[config.mk]
export PLATFORM = sky130hd
export DESIGN_NAME = tcpu_core
export DESIGN_NICKNAME = d
export VERILOG_FILES = /design/src/rtl/tcpu_core.sv
export SDC_FILE = /design/constraint.sdc
export NUM_CORES = 1
export LEC_CHECK = 0
export ABC_AREA = 1
export ABC_CLOCK_PERIOD_IN_PS = 13040
export BUFFER_PORTS_ARGS = -buffer_cell sky130_fd_sc_hd__clkbuf_2
export CAP_MARGIN = 5
export CORE_MARGIN = 1.5
export CORE_UTILIZATION = 40
export DETAILED_ROUTE_END_ITERATION = 10
export GPL_TIMING_DRIVEN = 0
export HOLD_SLACK_MARGIN = 0.08
export PLACE_DENSITY_LB_ADDON = 0.2
export SYNTH_ARGS = -nofsm -noshare
export SYNTH_HDL_FRONTEND = slang
export SYNTH_SLANG_ARGS = --single-unit
[constraint.sdc]
create_clock -name clk -period 13.04 [get_ports clk]
set_clock_uncertainty 0.15 [all_clocks]
set_input_delay 0.652 -clock clk [delete_from_list [all_inputs] [get_ports clk]]
set_output_delay 0.652 -clock clk [all_outputs]
set_load 0.01 [all_outputs]
[src/rtl/tcpu_core.sv]
module tcpu_core #(
  parameter int W       = 8,
  parameter int NUM_GPR = 4
) (
  input  logic         clk,
  input  logic         rst,
  output logic [W-1:0] imem_addr,
  input  logic [15:0]  imem_data,
  output logic [W-1:0] dmem_addr,
  output logic [W-1:0] dmem_wdata,
  output logic         dmem_we,
  output logic         dmem_re,
  input  logic [W-1:0] dmem_rdata,
  output logic         halted
);
  localparam int GPR_BASE = 7;
  localparam logic [3:0] OP_ADD = 4'd1, OP_SUB = 4'd2, OP_MUL = 4'd3, OP_DV2 = 4'd4,
                         OP_LDM = 4'd5, OP_STM = 4'd6, OP_MVR = 4'd7, OP_MVI = 4'd8,
                         OP_BEQ = 4'd9, OP_BLT = 4'd10, OP_END = 4'd11;
  localparam logic [3:0] SEL_AR = 4'd4, SEL_JR = 4'd5;

  logic [3:0]   op, rd, sa, sb;
  logic [W-1:0] pc, ar, jr, pc_inc, pc_nxt, va, vb, res;
  logic [W-1:0] gpr  [NUM_GPR];
  logic [W-1:0] srcs [16];
  logic         halt_q, wr, wr_en, take;

  assign {op, rd, sa, sb} = imem_data;
  assign pc_inc = pc + W'(1);

  always_comb begin
    for (int i = 0; i < 16; i++) srcs[i] = '0;
    srcs[1] = W'(1);
    srcs[2] = dmem_rdata;
    srcs[3] = W'({sb, sa});
    srcs[4] = ar;
    srcs[5] = jr;
    srcs[6] = pc_inc;
    for (int g = 0; g < NUM_GPR; g++) srcs[GPR_BASE+g] = gpr[g];
  end

  assign va = srcs[sa];
  assign vb = srcs[sb];

  always_comb begin
    res = '0;
    wr  = 1'b1;
    case (op)
      OP_ADD:  res = va + vb;
      OP_SUB:  res = va - vb;
      OP_MUL:  res = va * vb;
      OP_DV2:  res = va >> 1;
      OP_MVR:  res = va;
      OP_MVI:  res = W'({sb, sa});
      default: wr  = 1'b0;
    endcase
  end

  assign wr_en = wr && !halt_q;
  assign take  = !halt_q && ((op == OP_BEQ && va == vb) || (op == OP_BLT && va < vb));

  always_comb begin
    if (halt_q || op == OP_END) pc_nxt = pc;
    else if (take)              pc_nxt = jr;
    else                        pc_nxt = pc_inc;
  end

  assign imem_addr  = rst ? '0 : pc_nxt;
  assign dmem_addr  = ar;
  assign dmem_wdata = va;
  assign dmem_we    = !rst && !halt_q && op == OP_STM;
  assign dmem_re    = !rst && !halt_q && op == OP_LDM;
  assign halted     = halt_q;

  always_ff @(posedge clk) begin
    if (rst) begin
      pc     <= '0;
      ar     <= '0;
      jr     <= '0;
      halt_q <= 1'b0;
      for (int g = 0; g < NUM_GPR; g++) gpr[g] <= '0;
    end else begin
      pc <= pc_nxt;
      if (!halt_q && op == OP_END) halt_q <= 1'b1;
      if (wr_en && rd == SEL_AR) ar <= res;
      if (wr_en && rd == SEL_JR) jr <= res;
      for (int g = 0; g < NUM_GPR; g++)
        if (wr_en && rd == 4'(GPR_BASE + g)) gpr[g] <= res;
    end
  end
endmodule

==> summary.txt <==
Routing
  • Met3 wire length: 1378 µm
  • Antenna Nets Post-Route: 0
  • 1st-iter DRT viols: about 680
  • Final wirelength: between 15,000 and 20,000 µm
  • DR WL/cell: around 17 µm
  • Vias per cell: 5.360
  • WL met2: 8850 µm
  • Highest routed layer: met4
  • Via count: 6,073
  • Met1 WL: 8959 µm
  • DR DRC count: 0
  • DRT Pass-1 Iters: 5

Global routing
  • First-pass GRT wire length: between 30,000 and 40,000 µm
  • Vias in the first global route: around 5,600
  • Largest net degree at the start of global routing: 11
  • GRT Residual Overflow: 0
  • Initial antenna violation count: 0
  • Tot GR Track Use: 0.2724

Die
  • Overall die height: 122.7 µm
  • Initial Util: 0.4110
  • CORE AREA: approximately 0.014 mm²
  • Cell row count: 43
  • IO Pins: 53
  • Chip width: approximately 120 µm
  • Die Area: around 0.015 mm²

Critical path
  • Worst Path Arrival: about 6 ns
  • Crit path max fanout: 8
  • Worst Setup SP: pc[0]
  • CP endpoint: jr[7]
  • R2r setup slk: approximately 7.2 ns
  • Worst Setup End Kind: register
  • Slowest stage delay, CP: approximately 0.5 ns
  • End of the worst register-to-register path: jr[7]
  • Crit-path slowest cell: fa_1
  • R2r startpoint: pc[0]
  • Critical path required time: 13.17 ns
  • Crit start category: register
  • Critical path class: reg -> reg
  • Most frequent CP cell: nand2_1
  • Cell count of the worst reg-to-reg path: 33

STA
  • Fmax: between 150 and 200 MHz
  • Slack of the critical path: around 7.2 ns
  • Final setup fails: 0
  • Final period util: 0.4484
  • Unrepaired setup endpoints after global routing: false
  • Slew @ Worst Pin: roughly 1.1 ns
  • Hold Fails Final Rpt: 0
  • Relative slew slack: 0.2975
  • Post-layout min period: around 5.8 ns
  • Final Max Slew Viols: 0
  • Setup TNS: 0 ns

Cells and area
  • Final Non-Filler Cells: around 1,100
  • Most frequent cells in the layout: 208 x nand2_1, 148 x inv_1, 105 x nor2_1, 66 x a21oi_1, 55 x o21ai_0
  • Synth-to-Final Area Change: 13.81%
  • Final net count: 1,020
  • Ant diodes: 0
  • Post-route cell area: 0.006518 mm²
  • Share of cells above drive strength 1: 0.1291
  • Commonest non-fill, non-tap cell in the layout: nand2_1

Logic synthesis
  • Yosys top cell area share: 0.1678
  • Unique masters post-synth: 48
  • Cell area after synthesis: 0.005727 mm²
  • Synth area leader: edfxtp_1
  • Synth warn: 0
  • Syn_area_per_cell: between 6 and 7 µm²
  • Synth top area cells: edfxtp_1 17%, nand2_1 14%, inv_1 9.7%
  • EDFF count, synth: 32
  • Top_reg_cell synth: edfxtp_1
  • #FFs+latches synth: 57
  • Synthesized instance count: 887
  • Synth async-reset ratio: 0
  • Post-Syn Nets: about 960
  • Share of the yosys chip area belonging to registers: 0.2552

Clock tree
  • H-tree depth: 3
  • Post-CTS Resized: 0
  • CTS max path bufs: 2
  • CTS tree: yes
  • Clock slew at reported path FFs: around 0.05 ns
  • Clk_lat worst skew: 0.33 ns
  • Num CTS Buffers: 9
  • Cts hold-fix bufs: 0
  • # Post-CTS Setup Buffers: 0
  • Clock sink count: 57
  • CTS root buf: clkbuf_16

Placed design
  • Placed cell count: between 1,000 and 1,500
  • PortBufs: 50
  • RePlAce Congestion: roughly 1
  • Cell Area, Placed: 0.006202 mm²
  • HPWL reported at the end of detailed placement: roughly 16,000 µm
  • Setup WS pre-CTS: around 7 ns

Power
  • P_leak: between 0.003 and 0.004 µW
  • Peak supply drop: approximately 90 µV
  • Pwr/cell area: between 90 and 100 mW/mm²

Worst hold path
  • Worst Hold Class: reg -> reg

Job
  • Max Cap Viol: 0

Status
  • Status: finished clean
## metrics by stage
step / utilization / hold WS [ns] / power, µW
3_3_place_gp: 0.4451 / 0.3357 / 393.3
6_report: 0.4677 / 0.3490 / 636.1
4_1_cts: 0.4677 / 0.3439 / 635.1
3_5_place_dp: 0.4451 / 0.3342 / 393.8
2_1_floorplan: - / 0.3084 / 334.1
5_1_grt: 0.4677 / 0.3808 / 670.1
## critical path: cells and delay by family (launching register included)
| family | cells | cell delay (ns) |
|---|---|---|
| AO/OA/AOI/OAI | 2 | 0.21 |
| XOR/XNOR | 1 | 0.22 |
| adder cells (fa/ha/maj) | 6 | 2.41 |
| buffers and inverters | 6 | 0.52 |
| flip-flops | 1 | 0.48 |
| AND/OR/NAND/NOR | 18 | 1.80 |
## worst min-delay path by stage
stage | cells past startpoint | slack (ns) | start | endpoint
after floorplan | 2 | 0.31 | jr[6] | jr[6]
after global placement | 2 | 0.34 | jr[6] | jr[6]
after detailed placement | 2 | 0.33 | jr[6] | jr[6]
after CTS | 2 | 0.34 | jr[6] | jr[6]
after global routing | 2 | 0.38 | jr[6] | jr[6]
final | 2 | 0.35 | jr[6] | jr[6]
## kinds of logic after synthesis
group,count (synthesis),share of synthesized area
simple gates,382,0.2729
compound gates,206,0.2102
buf+inv,191,0.1352
flops,57,0.2552
fa+ha+maj,46,0.1189
xor+xnor,5,0.007647
## sequential cells by signal, summed over array words and instances, names as in the netlist
register and count:
gpr 32, halted 1, jr 8, dmem_addr 8
pc 8
## per-layer routing
layer	GRT usage	vias up
met5	0	-
met4	0.09666	0
met3	0.03903	45
met2	0.4291	279
met1	0.3801	2745
li1	-	3004
## power breakdown
| part | switching, µW | internal (µW) |
|---|---|---|
| sequential | 6.65 | 197 |
| clock | 80.7 | 162 |
| combinational | 130 | 60.0 |
| total | 217 | 419 |
## final cells by class
class	instances	area (µm²)
buffer	26	152.6
clock buffer	15	310.3
clock inverter	1	5.005
fill	1497	7417
inverter	165	621.8
multi-input combinational	639	3491
sequential	57	1461
tap	180	225.2
timing repair buffer	50	250.2
## synthesized netlist by cell type (2+ instances only)
cell       instances
o211ai_1          14
o21ai_1           27
nor2_1           105
dfxtp_1           25
o2111ai_1          3
clkinv_1           2
nor2_2             2
nor4_1             3
o22ai_1            7
nand4_1            3
inv_2             14
ha_1              32
a221oi_1           4
a211oi_1           9
clkbuf_1           5
nand3_1           37
edfxtp_1          32
a21oi_4            2
fa_1              14
a22oi_1            3
o21ai_0           55
inv_1            148
xor2_1             4
o221ai_1           2
buf_4              4
buf_2             14
a21oi_1           66
nand2_2           13
o21bai_1           2
nand2_1          208
nor3_1             6
a31oi_1            4
buf_6              3
(Power assumes the default switching activity.)
